## config.mk

```make
export PLATFORM = sky130hd
export DESIGN_NAME = dma_eop_ctrl
export DESIGN_NICKNAME = d
export VERILOG_FILES = /design/src/rtl/dma_eop_pkg.sv /design/src/rtl/eop_sync_edge.sv /design/src/rtl/eop_tc_drive.sv /design/src/rtl/eop_req_latch.sv /design/src/rtl/eop_chan_update.sv /design/src/rtl/dma_eop_ctrl.sv
export SDC_FILE = /design/constraint.sdc
export NUM_CORES = 1
export LEC_CHECK = 0
export CAP_MARGIN = 20
export CORE_AREA = 2 2 48 54
export DETAILED_ROUTE_END_ITERATION = 10
export DIE_AREA = 0 0 50 56
export GPL_ROUTABILITY_DRIVEN = 1
export PLACE_DENSITY = 0.7
export SYNTH_ARGS = -nofsm -noshare
export SYNTH_HDL_FRONTEND = slang
export SYNTH_SLANG_ARGS = --single-unit
```

## constraint.sdc

```tcl
create_clock -name clk -period 1.05 [get_ports clk]
set_clock_uncertainty 0.15 [all_clocks]
set_input_delay 0.2625 -clock clk [delete_from_list [all_inputs] [get_ports clk]]
set_output_delay 0.2625 -clock clk [all_outputs]
set_load 0.02 [all_outputs]
```

## src/rtl/dma_eop_pkg.sv

```systemverilog
package dma_eop_pkg;

   typedef enum logic [2:0] {
      ST_IDLE = 3'd0,
      ST_S0   = 3'd1,
      ST_S1   = 3'd2,
      ST_S2   = 3'd3,
      ST_S3   = 3'd4,
      ST_S4   = 3'd5
   } seq_state_e;

   localparam int ST_W = 3;

   function automatic logic is_active(input logic [ST_W-1:0] s);
      return (s != ST_IDLE);
   endfunction

endpackage

```

## src/rtl/eop_sync_edge.sv

```systemverilog
module eop_sync_edge #(
   parameter int STAGES = 2
) (
   input  logic clk,
   input  logic rst_n,
   input  logic din_n,
   output logic fall_o
);
   if (STAGES < 2) begin : g_bad_stages
      $error("eop_sync_edge: STAGES must be at least 2");
   end

   logic [STAGES-1:0] chain_q;
   logic              prev_q;

   for (genvar k = 0; k < STAGES; k++) begin : g_chain
      if (k == 0) begin : g_first
         always_ff @(posedge clk or negedge rst_n) begin
            if (!rst_n) chain_q[k] <= 1'b1;
            else        chain_q[k] <= din_n;
         end
      end else begin : g_next
         always_ff @(posedge clk or negedge rst_n) begin
            if (!rst_n) chain_q[k] <= 1'b1;
            else        chain_q[k] <= chain_q[k-1];
         end
      end
   end

   always_ff @(posedge clk or negedge rst_n) begin
      if (!rst_n) prev_q <= 1'b1;
      else        prev_q <= chain_q[STAGES-1];
   end

   assign fall_o = prev_q & ~chain_q[STAGES-1];

endmodule

```

## src/rtl/eop_tc_drive.sv

```systemverilog
module eop_tc_drive
   import dma_eop_pkg::*;
#(
   parameter int CNT_W  = 16,
   parameter int HIST_N = 3
) (
   input  logic             clk,
   input  logic             rst_n,
   input  logic [ST_W-1:0]  st_i,
   input  logic [CNT_W-1:0] cnt_i,
   input  logic             dec_i,
   output logic             tc_hit_o,
   output logic             oe_o,
   output logic             own_mask_o
);
   if (CNT_W < 1) begin : g_bad_cnt
      $error("eop_tc_drive: CNT_W must be positive");
   end

   logic              oe_q;
   logic [HIST_N-1:0] hist_q;

   assign tc_hit_o = is_active(st_i) && dec_i && (cnt_i == '0);

   always_ff @(posedge clk or negedge rst_n) begin
      if (!rst_n)                       oe_q <= 1'b0;
      else if (tc_hit_o)                oe_q <= 1'b1;
      else if (st_i == ST_S4 || st_i == ST_IDLE) oe_q <= 1'b0;
   end

   for (genvar k = 0; k < HIST_N; k++) begin : g_hist
      if (k == 0) begin : g_h0
         always_ff @(posedge clk or negedge rst_n) begin
            if (!rst_n) hist_q[k] <= 1'b0;
            else        hist_q[k] <= oe_q;
         end
      end else begin : g_hn
         always_ff @(posedge clk or negedge rst_n) begin
            if (!rst_n) hist_q[k] <= 1'b0;
            else        hist_q[k] <= hist_q[k-1];
         end
      end
   end

   assign oe_o       = oe_q;
   assign own_mask_o = oe_q | (|hist_q);

endmodule

```

## src/rtl/eop_req_latch.sv

```systemverilog
module eop_req_latch
   import dma_eop_pkg::*;
(
   input  logic            clk,
   input  logic            rst_n,
   input  logic [ST_W-1:0] st_i,
   input  logic            fall_i,
   input  logic            own_mask_i,
   output logic            pend_o,
   output logic            fire_o
);
   logic pend_q;
   logic set_req;

   assign set_req = is_active(st_i) && fall_i && !own_mask_i;
   assign fire_o  = (st_i == ST_S2) && pend_q;

   always_ff @(posedge clk or negedge rst_n) begin
      if (!rst_n)                pend_q <= 1'b0;
      else if (st_i == ST_IDLE)  pend_q <= 1'b0;
      else if (fire_o)           pend_q <= 1'b0;
      else if (set_req)          pend_q <= 1'b1;
   end

   assign pend_o = pend_q;

endmodule

```

## src/rtl/eop_chan_update.sv

```systemverilog
module eop_chan_update #(
   parameter int NCH  = 4,
   parameter int CH_W = 2
) (
   input  logic            clk,
   input  logic            rst_n,
   input  logic            fire_i,
   input  logic [CH_W-1:0] ch_i,
   input  logic [NCH-1:0]  autoinit_i,
   output logic            term_o,
   output logic [NCH-1:0]  sreq_clr_o,
   output logic [NCH-1:0]  tc_set_o,
   output logic [NCH-1:0]  mask_set_o
);
   always_ff @(posedge clk or negedge rst_n) begin
      if (!rst_n) term_o <= 1'b0;
      else        term_o <= fire_i;
   end

   for (genvar i = 0; i < NCH; i++) begin : g_ch
      logic hit;
      assign hit = fire_i && (ch_i == CH_W'(i));
      always_ff @(posedge clk or negedge rst_n) begin
         if (!rst_n) begin
            sreq_clr_o[i] <= 1'b0;
            tc_set_o[i]   <= 1'b0;
            mask_set_o[i] <= 1'b0;
         end else begin
            sreq_clr_o[i] <= hit;
            tc_set_o[i]   <= hit;
            mask_set_o[i] <= hit && !autoinit_i[i];
         end
      end
   end

endmodule

```

## src/rtl/dma_eop_ctrl.sv

```systemverilog
module dma_eop_ctrl
   import dma_eop_pkg::*;
#(
   parameter int NCH         = 4,
   parameter int CNT_W       = 16,
   parameter int SYNC_STAGES = 2,
   localparam int CH_W       = (NCH > 1) ? $clog2(NCH) : 1
) (
   input  logic             clk,
   input  logic             rst_n,
   input  logic [2:0]       st_i,
   input  logic [CH_W-1:0]  act_ch_i,
   input  logic [CNT_W-1:0] cnt_i,
   input  logic             dec_i,
   input  logic [NCH-1:0]   autoinit_i,
   input  logic             eop_in_n,
   output logic             eop_oe,
   output logic             eop_out,
   output logic             term_o,
   output logic [NCH-1:0]   sreq_clr_o,
   output logic [NCH-1:0]   tc_set_o,
   output logic [NCH-1:0]   mask_set_o
);
   localparam int HIST_N = SYNC_STAGES + 1;

   if (NCH < 1) begin : g_bad_nch
      $error("dma_eop_ctrl: NCH must be positive");
   end

   logic fall;
   logic tc_hit;
   logic own_mask;
   logic pend;
   logic fire_ext;
   logic fire;

   eop_sync_edge #(.STAGES(SYNC_STAGES)) u_sync (
      .clk    (clk),
      .rst_n  (rst_n),
      .din_n  (eop_in_n),
      .fall_o (fall)
   );

   eop_tc_drive #(.CNT_W(CNT_W), .HIST_N(HIST_N)) u_drive (
      .clk        (clk),
      .rst_n      (rst_n),
      .st_i       (st_i),
      .cnt_i      (cnt_i),
      .dec_i      (dec_i),
      .tc_hit_o   (tc_hit),
      .oe_o       (eop_oe),
      .own_mask_o (own_mask)
   );

   eop_req_latch u_latch (
      .clk        (clk),
      .rst_n      (rst_n),
      .st_i       (st_i),
      .fall_i     (fall),
      .own_mask_i (own_mask),
      .pend_o     (pend),
      .fire_o     (fire_ext)
   );

   assign fire = fire_ext | tc_hit;

   eop_chan_update #(.NCH(NCH), .CH_W(CH_W)) u_upd (
      .clk        (clk),
      .rst_n      (rst_n),
      .fire_i     (fire),
      .ch_i       (act_ch_i),
      .autoinit_i (autoinit_i),
      .term_o     (term_o),
      .sreq_clr_o (sreq_clr_o),
      .tc_set_o   (tc_set_o),
      .mask_set_o (mask_set_o)
   );

   assign eop_out = 1'b0;

endmodule

```

==> impl_metrics.ini <==
[clock_tree]
clk_latency_ns = 0.28
numCtsBuffers = 3
ctsHoldBuffers = 0
htreeDepth = 1
tritoncts = done
clkTransAtPathRegs_ns = 0.09
clock-root-buffer = clkbuf_4
cts_sinks = 17
cts_max_path_buffers = 2

[flow_run]
drv_cap = 0

[placement]
globalplace.congestion = 0.705
dpl_cell_area_um2 = 1180
pre_cts_ws_ns = -0.837
port_buffers = 42
place_hpwl_um = 1270

[logic_synthesis]
netlist_area_um2 = 698
yosys.area.top_type = dfrtp_1
yosysTopAreaCellShare = 0.502
ys_ff_latch = 17
yosysWarnings = 0
synth_seq_area_share = 0.615
async_flop_share = 1.00
synth-main-ff-cell = dfrtp_1
avgSynthCellArea_um2 = 12.5
synth_area_leaders = dfrtp_1 50%, dfstp_2 11%, nor3_2 5.7%
synth_cell_types = 22
synth_enable_flop_cells = 0
syn_nets = 85
postSynthCellCount = 56

[worst_setup_path]
cp-end-kind = flip-flop
r2r-start = u_latch.pend_o
start_kind = input port
regToRegEndpoint = u_upd.term_o
required_ns = 1.11
ff2ff_setup_slack_ns = -0.19
path_class = input port to flip-flop
cp.arrival_ns = 1.38
worstRegToRegCells = 5
crit_fanout = 7

[outcome]
status = complete, but fails checks
violations = negative setup slack

[detailed_routing]
drc = 0
wl_per_cell_um = 12.2
viasPerCell = 4.34
drtIter0Drc = 8
routed_wl_um = 1720
drtPass1Iterations = 3
ant_nets = 0
vias = 612

[die]
start_util = 0.313
placementRows = 18
fp.dieW_um = 50
pin_count = 44
die_area_um2 = 2800
core_um2 = 2230
die_height_um = 56

[sta]
hold_violations = 0
setup_viol_count_final = 25
period_needed_ns = 1.32
setup_slack_ns = -0.270
fin_crit_sh = 1.26
drv_slew = 0
max_freq_mhz = 758
rsz0062_at_grt = yes

[final_layout]
final_area_um2 = 1310
diodes = 0
fillers = 187
drive_above_1_share = 0.559
area_delta_synth_final_pct = 88.0
nets = 141

[pwr]
power.leakage_nw = 0.625
power_frac_comb = 0.192
pwr-share-seq = 0.548
power.switching_mw = 0.283
power_density_nw_per_um2 = 954
intPower_mw = 0.969
peakVddDrop_mv = 0.696
swShare = 0.226
p_clk_frac = 0.260

[global_routing]
grtUsageTotal = 0.132
grt-ovfl-total = 0
first_global_vias = 675
grt_max_degree = 18
grt_pass1_wl_um = 2840
antenna_found_initial = 0

[worst_hold_path]
min_path_type = input port to async pin
## sequential cells by signal, summed over array words and instances (netlist names)
name and cells:
u_sync.prev_q 1, u_drive.oe_o 1, u_upd.sreq_clr_o 3, u_upd.term_o 1, u_sync.chain_q 2, u_upd.mask_set_o 4, u_latch.pend_o 1, u_upd.tc_set_o 1
u_drive.hist_q 3
## kinds of logic after synthesis
| group | Yosys count | share of synthesized area |
|---|---|---|
| AO/OA/AOI/OAI | 5 | 0.0538 |
| XOR/XNOR | 1 | 0.0125 |
| buffers and inverters | 8 | 0.0699 |
| flip-flops | 17 | 0.615 |
| other | 1 | 0.00537 |
| AND/OR/NAND/NOR | 24 | 0.244 |
## worst max-delay path, stage by stage
cell and delay (ns):
buf_6 0.09, or4_4 0.53, nor2_4 0.15, a21oi_4 0.11, buf_6 0.14, nor3_4 0.10
## synth_stat cells (all sizes together) (2+ instances only)
cell and n:
nor4 3, inv 3, or4 2, o21ai 2, a21oi 2, dfrtp 14
dfstp 3, nor3 5, nand2b 2, buf 5, nor2 6, nand2 3
## layout make-up
cell class / instances / area, µm² / area share
clock buffer: 4 / 26.3 / 0.0200
tap: 30 / 37.5 / 0.0286
inverter: 3 / 11.3 / 0.00858
sequential: 17 / 430 / 0.328
multi-input combinational: 31 / 270 / 0.206
timing repair buffer: 56 / 537 / 0.409
## per-layer routing
| layer | share of wire | GRT usage | up-vias |
|---|---|---|---|
| met1 | 0.39 | 0.150 | 284 |
| met2 | 0.53 | 0.227 | 31 |
| met4 | 0.0041 | 0.0595 | 0 |
| met3 | 0.080 | 0.0323 | 2 |
| met5 | 0 | 0 | - |
| li1 | - | - | 295 |
## worst max path at each step
stage,endpoint,slack [ns],start
after floorplan,u_upd.mask_set_o[1],-0.35,cnt_i[13]
after global placement,u_upd.mask_set_o[2],-0.78,cnt_i[13]
after detailed placement,u_upd.mask_set_o[3],-0.84,cnt_i[13]
after CTS,u_upd.mask_set_o[2],-0.32,cnt_i[10]
after global routing,u_upd.mask_set_o[3],-0.30,cnt_i[7]
final,u_upd.mask_set_o[2],-0.27,cnt_i[15]
## through the flow
stage | hold slack (ns) | setup TNS [ns] | utilization | instances | power, mW
finish | 0.161 | -4.79 | 0.589 | 141 | 1.25
global route | 0.156 | -5.65 | 0.589 | 141 | 1.31
CTS | 0.157 | -4.97 | 0.553 | 139 | 1.25
detailed placement | 0.202 | -12.15 | 0.531 | 130 | 0.922
global placement | 0.196 | -11.97 | 0.531 | 130 | 0.917
floorplan | -0.183 | -3.00 | - | 56 | 0.748
## timing repair
action / CTS / global route
cloned: 0 / 0
endpoints found under the setup margin: 25 / 25
buffers inserted: 5 / 2
gates resized for setup: 135 / 16
pin swaps: 16 / 11
## power by group through the flow
stage | logic [mW] | clock network (mW) | registers, mW
final | 0.240 | 0.326 | 0.686
after detailed placement | 0.227 | 0 | 0.696
after global routing | 0.261 | 0.364 | 0.688
after floorplan | 0.0477 | 0 | 0.700
after global placement | 0.223 | 0 | 0.695
after CTS | 0.224 | 0.340 | 0.684
## cell usage in the layout (no fill, tap or decap), drive strengths merged, types with 3 or more instances in the layout
| cell type | synthesis | final |
|---|---|---|
| buf | 5 | 38 |
| clkbuf | 0 | 4 |
| clkdlybuf4s15 | 0 | 5 |
| clkdlybuf4s50 | 0 | 8 |
| dfrtp | 14 | 14 |
| dfstp | 3 | 3 |
| dlygate4sd2 | 0 | 5 |
| inv | 3 | 3 |
| nand2 | 3 | 3 |
| nor2 | 6 | 6 |
| nor3 | 5 | 5 |
| nor4 | 3 | 3 |
No activity file was read; power rests on OpenSTA's default activity.
